[src/rtl/ptpcf_pkg.sv]
package ptpcf_pkg;
   localparam int unsigned CF_W      = 64;
   localparam int unsigned CF_BYTES  = CF_W / 8;
   localparam int unsigned CF_HDR_AT = 8;
   localparam int unsigned FRAC_BITS = 16;
   localparam logic [CF_W-1:0] CF_MAX = {1'b0, {(CF_W-1){1'b1}}};

   typedef enum logic [3:0] {
      MT_SYNC      = 4'd0,
      MT_DLY_REQ   = 4'd1,
      MT_PDLY_REQ  = 4'd2,
      MT_PDLY_RESP = 4'd3
   } ptp_evt_e;

   function automatic logic is_event(input logic [3:0] t);
      return t <= MT_PDLY_RESP;
   endfunction

   function automatic logic takes_asym(input logic [3:0] t);
      return (t == MT_DLY_REQ) || (t == MT_PDLY_REQ);
   endfunction
endpackage

[src/rtl/ptpcf_delay.sv]
module ptpcf_delay #(
   parameter int W     = 8,
   parameter int DEPTH = 8
) (
   input  logic         clk,
   input  logic         rst_n,
   input  logic [W-1:0] d,
   output logic [W-1:0] q
);
   generate
      if (DEPTH < 2) begin : g_bad_depth
         $error("ptpcf_delay: DEPTH must be at least 2");
      end
   endgenerate

   logic [DEPTH-1:0][W-1:0] stg;

   always_ff @(posedge clk) begin
      if (!rst_n) stg <= '0;
      else        stg <= {stg[DEPTH-2:0], d};
   end

   assign q = stg[DEPTH-1];
endmodule

[src/rtl/ptpcf_hdr_track.sv]
module ptpcf_hdr_track
   import ptpcf_pkg::*;
#(
   parameter int DW     = 8,
   parameter int POS_W  = 12,
   parameter int OFF_W  = 8,
   parameter int ROFF_W = 6,
   parameter int HINT_W = 4
) (
   input  logic              clk,
   input  logic              rst_n,
   input  logic              in_valid,
   input  logic              in_sof,
   input  logic [DW-1:0]     in_data,
   input  logic [OFF_W-1:0]  hdr_off,
   input  logic [ROFF_W-1:0] rsvd_off,
   output logic [CF_W-1:0]   cf_q,
   output logic [HINT_W-1:0] hint_q,
   output logic              tag_v,
   output logic [2:0]        tag_idx
);
   generate
      if (OFF_W > POS_W || ROFF_W > POS_W) begin : g_bad_w
         $error("ptpcf_hdr_track: offsets wider than position counter");
      end
      if (HINT_W > DW) begin : g_bad_hint
         $error("ptpcf_hdr_track: hint wider than a byte");
      end
   endgenerate

   logic              sof_v;
   logic [POS_W-1:0]  pos_q, cur_pos, hidx;
   logic [OFF_W-1:0]  off_q, cur_off;
   logic [ROFF_W-1:0] roff_q, cur_roff;
   logic              in_hdr, hint_hit;

   always_comb begin
      sof_v    = in_valid && in_sof;
      cur_pos  = sof_v ? '0 : pos_q;
      cur_off  = sof_v ? hdr_off : off_q;
      cur_roff = sof_v ? rsvd_off : roff_q;
      in_hdr   = cur_pos >= POS_W'(cur_off);
      hidx     = cur_pos - POS_W'(cur_off);
      tag_v    = in_valid && in_hdr &&
                 (hidx >= POS_W'(CF_HDR_AT)) && (hidx < POS_W'(CF_HDR_AT + CF_BYTES));
      tag_idx  = hidx[2:0];
      hint_hit = in_valid && in_hdr && (hidx == POS_W'(cur_roff));
   end

   always_ff @(posedge clk) begin
      if (!rst_n) begin
         pos_q  <= '0;
         off_q  <= '0;
         roff_q <= '0;
         cf_q   <= '0;
         hint_q <= '0;
      end else begin
         if (in_valid && cur_pos != '1) pos_q <= cur_pos + 1'b1;
         if (sof_v) begin
            off_q  <= hdr_off;
            roff_q <= rsvd_off;
         end
         if (tag_v)    cf_q   <= {cf_q[CF_W-DW-1:0], in_data};
         if (hint_hit) hint_q <= in_data[HINT_W-1:0];
      end
   end

   // field bytes are seen in order, one per cycle
   p_cf_order_r3: assert property (@(posedge clk) disable iff (!rst_n)
      (tag_v && tag_idx != 3'd0) |-> ($past(tag_v) && tag_idx == $past(tag_idx) + 3'd1));
endmodule

[src/rtl/ptpcf_calc.sv]
module ptpcf_calc
   import ptpcf_pkg::*;
#(
   parameter int NS_W     = 32,
   parameter int ASYM_W   = 16,
   parameter int HINT_W   = 4,
   parameter int NS_PER_S = 1_000_000_000
) (
   input  logic [CF_W-1:0]   cf,
   input  logic [HINT_W-1:0] hint,
   input  logic [HINT_W-1:0] egr_sec,
   input  logic [NS_W-1:0]   egr_ns,
   input  logic [ASYM_W-1:0] asym,
   input  logic              asym_on,
   output logic [CF_W-1:0]   res
);
   localparam int TERM_W = NS_W + HINT_W;
   localparam int ACC_W  = CF_W + 2;

   generate
      if (TERM_W + FRAC_BITS >= CF_W || ASYM_W + FRAC_BITS >= CF_W) begin : g_bad_w
         $error("ptpcf_calc: terms too wide for the accumulator");
      end
   endgenerate

   logic [HINT_W-1:0] dsec;
   logic [TERM_W-1:0] ns_tot;
   logic [ACC_W-1:0]  acc, add_t, sub_t;
   logic              over;

   always_comb begin
      dsec   = egr_sec - hint;
      ns_tot = TERM_W'(egr_ns) + TERM_W'(dsec) * TERM_W'(NS_PER_S);
      add_t  = ACC_W'({ns_tot, {FRAC_BITS{1'b0}}});
      sub_t  = asym_on ? ACC_W'({asym, {FRAC_BITS{1'b0}}}) : '0;
      acc    = {{(ACC_W-CF_W){cf[CF_W-1]}}, cf} + add_t - sub_t;
      over   = !acc[ACC_W-1] && (acc[ACC_W-2:CF_W-1] != '0);
      res    = (cf == CF_MAX || over) ? CF_MAX : acc[CF_W-1:0];
   end
endmodule

[src/rtl/ptpcf_updater.sv]
module ptpcf_updater
   import ptpcf_pkg::*;
#(
   parameter int DW       = 8,
   parameter int POS_W    = 12,
   parameter int OFF_W    = 8,
   parameter int ROFF_W   = 6,
   parameter int NS_W     = 32,
   parameter int ASYM_W   = 16,
   parameter int HINT_W   = 4,
   parameter int NS_PER_S = 1_000_000_000,
   parameter int DLY      = 8
) (
   input  logic              clk,
   input  logic              rst_n,
   input  logic              in_valid,
   input  logic              in_sof,
   input  logic [DW-1:0]     in_data,
   input  logic [OFF_W-1:0]  hdr_off,
   input  logic [3:0]        msg_type,
   input  logic [HINT_W-1:0] egr_sec_lo,
   input  logic [NS_W-1:0]   egr_ns,
   input  logic [ASYM_W-1:0] asym,
   input  logic [ROFF_W-1:0] rsvd_off,
   input  logic              corr_en,
   input  logic              asym_en,
   output logic              out_valid,
   output logic              out_sof,
   output logic [DW-1:0]     out_data
);
   localparam int LW    = 2 + DW + 1 + 3;
   localparam int WRM_W = $clog2(DLY + 1);

   generate
      if (DW != 8) begin : g_bad_dw
         $error("ptpcf_updater: byte path must be 8 bits");
      end
      if (DLY != CF_BYTES) begin : g_bad_dly
         $error("ptpcf_updater: delay must equal the field length in bytes");
      end
   endgenerate

   // header tracking and field capture
   logic [CF_W-1:0]   cf_q;
   logic [HINT_W-1:0] hint_q;
   logic              trk_v;
   logic [2:0]        trk_idx;

   ptpcf_hdr_track #(.DW(DW), .POS_W(POS_W), .OFF_W(OFF_W), .ROFF_W(ROFF_W), .HINT_W(HINT_W)) u_trk (
      .clk(clk), .rst_n(rst_n), .in_valid(in_valid), .in_sof(in_sof), .in_data(in_data),
      .hdr_off(hdr_off), .rsvd_off(rsvd_off), .cf_q(cf_q), .hint_q(hint_q),
      .tag_v(trk_v), .tag_idx(trk_idx));

   // per-frame side inputs, sampled on the first byte
   logic              sof_v;
   logic              rw_q, asym_on_q;
   logic [NS_W-1:0]   ns_q;
   logic [HINT_W-1:0] sec_q;
   logic [ASYM_W-1:0] asym_q;

   assign sof_v = in_valid && in_sof;

   always_ff @(posedge clk) begin
      if (!rst_n) begin
         rw_q      <= 1'b0;
         asym_on_q <= 1'b0;
         ns_q      <= '0;
         sec_q     <= '0;
         asym_q    <= '0;
      end else if (sof_v) begin
         rw_q      <= corr_en && is_event(msg_type);
         asym_on_q <= asym_en && takes_asym(msg_type);
         ns_q      <= egr_ns;
         sec_q     <= egr_sec_lo;
         asym_q    <= asym;
      end
   end

   // new field value
   logic [CF_W-1:0] res;

   ptpcf_calc #(.NS_W(NS_W), .ASYM_W(ASYM_W), .HINT_W(HINT_W), .NS_PER_S(NS_PER_S)) u_calc (
      .cf(cf_q), .hint(hint_q), .egr_sec(sec_q), .egr_ns(ns_q), .asym(asym_q),
      .asym_on(asym_on_q), .res(res));

   // fixed delay line
   logic [LW-1:0] line_in, line_out;
   logic          o_tag_v;
   logic [2:0]    o_idx;
   logic [DW-1:0] o_data;

   assign line_in = {in_valid, sof_v, in_data, trk_v, trk_idx};

   ptpcf_delay #(.W(LW), .DEPTH(DLY)) u_dly (
      .clk(clk), .rst_n(rst_n), .d(line_in), .q(line_out));

   assign {out_valid, out_sof, o_data, o_tag_v, o_idx} = line_out;

   always_comb begin
      out_data = o_data;
      if (o_tag_v && rw_q) out_data = res[{3'd7 - o_idx, 3'b000} +: 8];
   end

   // assertion support: cycles since reset release
   logic [WRM_W-1:0] warm_q;
   always_ff @(posedge clk) begin
      if (!rst_n)                    warm_q <= '0;
      else if (warm_q != WRM_W'(DLY)) warm_q <= warm_q + 1'b1;
   end

   p_latency_r2: assert property (@(posedge clk) disable iff (!rst_n)
      (warm_q == WRM_W'(DLY)) |->
         (out_valid == $past(in_valid, 8) && out_sof == $past(in_valid && in_sof, 8)));

   p_pass_r1: assert property (@(posedge clk) disable iff (!rst_n)
      (warm_q == WRM_W'(DLY) && !o_tag_v) |-> (out_data == $past(in_data, 8)));

   p_no_overflow_r8: assert property (@(posedge clk) disable iff (!rst_n)
      (!asym_on_q && !cf_q[CF_W-1]) |-> !res[CF_W-1]);

   p_grow_r4: assert property (@(posedge clk) disable iff (!rst_n)
      (!asym_on_q && !cf_q[CF_W-1]) |-> (res >= cf_q));

   p_rsvd_pos_r5: assert property (@(posedge clk) disable iff (!rst_n)
      (sof_v && corr_en) |-> (rsvd_off >= ROFF_W'(2) && rsvd_off <= ROFF_W'(7)));
endmodule

[config.mk]
export PLATFORM = sky130hd
export DESIGN_NAME = ptpcf_updater
export DESIGN_NICKNAME = d
export VERILOG_FILES = /design/src/rtl/ptpcf_pkg.sv /design/src/rtl/ptpcf_delay.sv /design/src/rtl/ptpcf_hdr_track.sv /design/src/rtl/ptpcf_calc.sv /design/src/rtl/ptpcf_updater.sv
export SDC_FILE = /design/constraint.sdc
export NUM_CORES = 1
export LEC_CHECK = 0
export ABC_AREA = 1
export BUFFER_PORTS_ARGS = -buffer_cell sky130_fd_sc_hd__buf_4
export CAP_MARGIN = 10
export CORE_ASPECT_RATIO = 0.75
export CORE_MARGIN = 2
export CORE_UTILIZATION = 45
export DETAILED_ROUTE_END_ITERATION = 16
export GPL_ROUTABILITY_DRIVEN = 0
export GPL_TIMING_DRIVEN = 0
export PLACE_DENSITY = 0.71
export SLEW_MARGIN = 20
export SYNTH_ARGS = -nofsm -noshare
export SYNTH_HDL_FRONTEND = slang
export SYNTH_SLANG_ARGS = --single-unit
[constraint.sdc]
create_clock -name clk -period 9.3 [get_ports clk]
set_input_delay 0.93 -clock clk [delete_from_list [all_inputs] [get_ports clk]]
set_output_delay 0.93 -clock clk [all_outputs]
set_load 0.05 [all_outputs]
After elaboration in Yosys (flattened, before gate mapping):

Cells that the tools add are included.

* input bits: 84
* word-level logic and storage cells: 56
* register bits after elaboration: 260

* $add $sub $neg: 7
* reduce and logical (&&, ||, !) cells: 14
* $mul: 1
* eq/ne operators: 5
* shifts and indexed selects: 1
* muxes and demuxes: 6
* order comparisons: 4

Operators with widths (number)
* $sub A66 B66 Y66: 1
* $add A64 B52 Y65: 1
* $eq A64 B63 Y1 const B: 1
* $mux W64: 1
* $shiftx A64 B7 Y8: 1
* $add A32 B34 Y35: 1
* $mux W32: 1
* $mul A4 B21 Y25 const B: 1
* $mux W8: 2
* $add A12 B1 Y12 const B: 1
* $eq A12 B6 Y1: 1
* $ge A12 B4 Y1 const B: 1
* $ge A12 B8 Y1: 1
* $lt A12 B5 Y1 const B: 1
* $mux W12: 1
* $ne A12 B12 Y1 const B: 1
* $sub A12 B8 Y12: 1
* $logic_and A1 B1 Y1: 10
* $mux W6: 1
* $eq A4 B1 Y1 const B: 1
* $eq A4 B2 Y1 const B: 1
* $le A4 B2 Y1 const B: 1
* $sub A4 B4 Y4: 1
* $sub A3 B3 Y3 const A: 1
* other kinds (3): 4

Depth between registers and ports, before layout:

* depth after elaboration: 11
* gate-level depth with buffers: 58

Hierarchy:

Synthesis repeated with hierarchy kept, for this count alone.

* cell total of the unflattened synthesis: 3203
* area, all modules: 20951.3 um2

By module, submodules not included
* ptpcf_calc: area each 9753.1 um2, seq. area each 0.0 um2, instances 1, cells each 1680
* ptpcf_hdr_track: area each 5107.4 um2, seq. area each 1881.8 um2, instances 1, cells each 716
* ptpcf_delay: area each 3268.1 um2, seq. area each 2242.2 um2, instances 1, cells each 362
* ptpcf_updater: area each 2822.7 um2, seq. area each 1081.0 um2, instances 1, cells each 445

Worst setup path before layout:

OpenSTA, ideal clock, no wires.

* path type: register to output
* start point: reg sec_q[0]
* end point: out out_data[5]
* slack: 0.674 ns
* stages on the path, launching flop included: 50
* arrival time: 7.696 ns
* path buffers: 0
* cells stage by stage: dfxtp_1 -> inv_1 -> ha_1 -> inv_1 -> fa_1 -> xnor2_1 -> inv_1 -> ha_1 -> xnor2_1 -> ha_1 -> or2_2 -> ha_1 -> nand2_1 -> inv_1 -> a21oi_1 -> xnor2_1 -> ha_1 -> nand2_1 -> [... 14 more ...] -> o21ai_0 -> a21oi_1 -> o21ai_0 -> nor2_1 -> nand2_1 -> nand2_1 -> nand2_1 -> nor2_1 -> nand2_1 -> nor2_2 -> nand3_1 -> nand2_1 -> inv_1 -> nand2_2 -> nand2_4 -> nand2_4 -> nor3_1 -> a21oi_1

* word-level cells in the longest chain between the ends: 11

Ends and longest elaborated chain
* from (decl): RTL line ptpcf_updater.sv:58 `logic [HINT_W-1:0] sec_q;`
* from (signal assigned): RTL line ptpcf_updater.sv:74 `sec_q <= egr_sec_lo;`
* $sub A4 B4 Y4 *: RTL line ptpcf_calc.sv:32 `dsec = egr_sec - hint;`
* $mul A4 B21 Y25 *: RTL line ptpcf_calc.sv:33 `ns_tot = TERM_W'(egr_ns) + TERM_W'(dsec) * TERM_W'(NS_PER_S);`
* $add A32 B34 Y35 *: RTL line ptpcf_calc.sv:33
* $add A64 B52 Y65 *: RTL line ptpcf_calc.sv:36 `acc = {{(ACC_W-CF_W){cf[CF_W-1]}}, cf} + add_t - sub_t;`
* $sub A66 B66 Y66 *: RTL line ptpcf_calc.sv:36
* $reduce_bool A2 Y1 / $logic_not A1 Y1 (equally long branches): RTL line ptpcf_calc.sv:37 `over = !acc[ACC_W-1] && (acc[ACC_W-2:CF_W-1] != '0);`
* $logic_and A1 B1 Y1: RTL line ptpcf_calc.sv:37
* $logic_or A1 B1 Y1: RTL line ptpcf_calc.sv:38 `res = (cf == CF_MAX || over) ? CF_MAX : acc[CF_W-1:0];`
* $mux W64 *: RTL line ptpcf_calc.sv:38
* $shiftx A64 B7 Y8 *: RTL line ptpcf_updater.sv:101 `if (o_tag_v && rw_q) out_data = res[{3'd7 - o_idx, 3'b000} +: 8];`
* $mux W8 *: RTL line ptpcf_updater.sv:101
* to (decl): RTL line ptpcf_updater.sv:29 `output logic [DW-1:0] out_data`

Mark *: on every way between the ends. The rest lies on a longest branch, timed or not.

Worst setup path after layout:

* start point: reg sec_q[0]
* end point: out out_data[4]

The elaborated chain is that of the path after synthesis.

==> results.json <==
{
  "total_routed_wirelength_mm": 54.7,
  "floorplan.die.height_microns": 175,
  "clkSinkCount": 260,
  "synth.top_cells.by_area": "dfxtp_1, nand2_1, ha_1, inv_1, nor2_1",
  "finalHoldViolCount": 0,
  "synth_top_cell_by_area": "dfxtp_1",
  "cts.clk_slew.worst_paths_ps": 70,
  "core-area_sq_um": 38300,
  "worst_clock_skew_ps": 14.8,
  "via_count": 17755,
  "post_synth_inst_count": 2707,
  "min-delay-path-class": "reg -> reg",
  "hold_buffers": 0,
  "worstSetupEndpointType": "output pin",
  "reg2reg_depth": 16,
  "ioPinCount": 94,
  "r2r_slack_ps": 5030,
  "timing_worst_setup_path_type": "reg -> out",
  "whs_endpoint": "u_dly.q[5]",
  "synth_top_flop_cell": "dfxtp_1",
  "vdd_ir_drop_max_mv": 0.113,
  "grt_overflow_total": 0,
  "fp.dieArea_sq_um": 40600,
  "crit_path_max_fanout": 6,
  "grt_start_max_net_pins": 15,
  "worstSkewPairLatency_ps": 570,
  "critical_path_data_arrival_time_ps": 8090,
  "grt_setup_unrepaired": "true",
  "netlist-cell-type-count": 54,
  "post_route_cells_drive_above_1_share": 0.150,
  "drc": 0,
  "synth_seq_cells": 260,
  "synth_top_area_frac": 0.297,
  "final_util": 0.542,
  "timing.critical_path.slowest_stage_cell": "fa_2",
  "port-buffer-count": 92,
  "global_route_wire_length_before_repair_mm": 84.4,
  "die_x_microns": 232,
  "cts_tree": "done",
  "layout_min_cycle_time_ps": 9020,
  "max-clock-path-buffers": 3,
  "layout.cells.most_common_list": "nand2_1, inv_1, nor2_1",
  "htreeDepth": 1,
  "via_count_of_the_first_global_routing_pass": 16181,
  "route.antenna.remaining_nets": 0,
  "yosys_warnings": 0,
  "max_capacitance_violation_count": 0,
  "clk_root_buffer_cell": "clkbuf_16",
  "worst_r2r_startpoint": "u_trk.off_q[0]",
  "worst_ep_required_time_ps": 8370,
  "proportion_of_synthesized_flip_flops_having_asynchronous_set_or_reset": 0,
  "hold_path_depth": 2,
  "r2r_end": "u_trk.cf_q[8]",
  "static-leakage-power_nw": 10.9,
  "start_util": 0.457,
  "syn2layout_area_growth_pct": 18.6,
  "final-max-slew-violation-count": 0,
  "startpoint_of_the_most_critical_hold_path": "u_dly.stg[89]",
  "syn_area_per_cell_sq_um": 6.48,
  "worstMarginPinSlew_ps": 936,
  "final_common_cell": "nand2_1",
  "longest_individual_stage_delay_on_the_worst_path_ps": 410,
  "nNetsFinal": 3071,
  "detailed_place_hpwl_mm": 43.5,
  "design_power_total_mw": 3.72,
  "synth_nets": 2924,
  "cts_made_buffers": 28,
  "layout_worst_path_cycle_share": 0.969,
  "global_routing_usage_summed_across_all_routing_layers": 0.262,
  "worstSetupStartpointType": "flip-flop",
  "n_fill_cell": 3687,
  "critPathMostFrequentCell": "nand2_1",
  "antenna_found_initial": 0,
  "setup_violations": 0,
  "timing.max_slew.rel_slack": 0.376,
  "achievable-frequency_ghz": 0.111,
  "std_cell_rows": 62,
  "routedWlPerCell_microns": 16.2,
  "cellPowerDensity_nw_per_um2": 179,
  "drt-vias-per-instance": 5.25,
  "drt-pass1-iter-count": 6,
  "run_status": "completed",
  "drtIter0Drc": 1687,
  "synth_enable_flop_cells": 0,
  "mappedNetlistArea_sq_um": 17500,
  "ys_seq_area_frac": 0.297,
  "antenna_cells_inserted": 0
}
[synthesized netlist by cell type, types with 12 or more instances]
cell      instances
nor2_1          342
xnor2_1          30
mux2i_1          12
inv_1           400
a21oi_1         165
o21ai_1          17
clkbuf_1         56
o21ai_0         178
ha_1            123
nand2_2          25
nand4_1          44
inv_2            28
nand2_1         689
dfxtp_1         260
nor2_2           21
xor2_1           57
nor3_1           17
nor2_4           12
nand3_1         102
[routing by layer]
| layer | vias to the layer above | GRT usage | part of all wire |
|---|---|---|---|
| li1 | 8837 | - | - |
| met1 | 8008 | 0.385 | 0.46 |
| met2 | 810 | 0.391 | 0.41 |
| met3 | 100 | 0.0511 | 0.10 |
| met4 | 0 | 0.0606 | 0.025 |
| met5 | - | 0 | 0 |
[timing repair]
item	CTS	global route
endpoints found under the setup margin	8	8
setup buffers	10	15
resized for setup	40	145
pin swaps	13	48
[registers in the layout (all words and copies together), names as in the netlist, 4 cells and up]
name / count
u_dly.q: 14
u_trk.off_q: 8
u_dly.stg: 98
u_trk.hint_q: 4
asym_q: 16
ns_q: 32
u_trk.cf_q: 64
u_trk.roff_q: 6
u_trk.pos_q: 12
sec_q: 4
[where the power goes]
group | total (mW) | switching, mW | internal, mW
Sequential | 1.16 | 0.0180 | 1.15
Clock | 1.17 | 0.485 | 0.684
Combinational | 1.39 | 0.886 | 0.502
Total | 3.72 | 1.39 | 2.33
[metrics by stage]
step,setup WS (ps),cell area (sq um),setup TNS [ps],std cells,hold WS (ps)
after floorplan,674,17500,0,2707,386
after detailed placement,-562,18900,-4060,3311,395
final,285,20800,0,3384,402
after global routing,-205,20800,-1280,3384,418
after global placement,-344,18900,-2380,3311,393
after CTS,7.12,20000,0,3369,406
[worst max-delay path by stage]
stage | start | end | slack [ps] | cells after the start
2_1_floorplan | sec_q[0] | out_data[5] | 670 | 49
3_3_place_gp | u_trk.hint_q[0] | out_data[6] | -340 | 52
3_5_place_dp | u_trk.hint_q[0] | out_data[1] | -560 | 51
4_1_cts | u_trk.hint_q[0] | out_data[3] | 7 | 51
5_1_grt | sec_q[0] | out_data[3] | -210 | 54
6_report | sec_q[0] | out_data[4] | 280 | 50
[final cells by class]
type	count	area, sq um	area share
clock inverters	14	198	0.00951
clock buffers	34	744	0.0358
well taps	512	641	0.0308
repair buffers	117	910	0.0438
inverters	433	1630	0.0782
plain buffers	69	269	0.0129
flip-flops and latches	260	5210	0.251
multi-input cells	1945	11200	0.538
[critical path: cells and delay by family, from the launching register on]
family                     cells  cell delay, ps
adders and majority gates      7            1920
buffers and inverters          6             640
AOI/OAI and AO/OA              7             990
and+or+nand+nor               27            2960
DFF                            1             300
xor gates and xnor gates       3             700
[cell families (layout without fill, tap and decap cells)]
group	after synthesis	in the layout	synth area share
buffers and inverters	502	667	0.108
adders and majority gates	133	133	0.0992
AOI/OAI and AO/OA	412	412	0.125
and+or+nand+nor	1300	1300	0.319
DFF	260	260	0.297
xor gates and xnor gates	88	88	0.0444
muxes	12	12	0.00685
(Power assumes the default switching activity.)
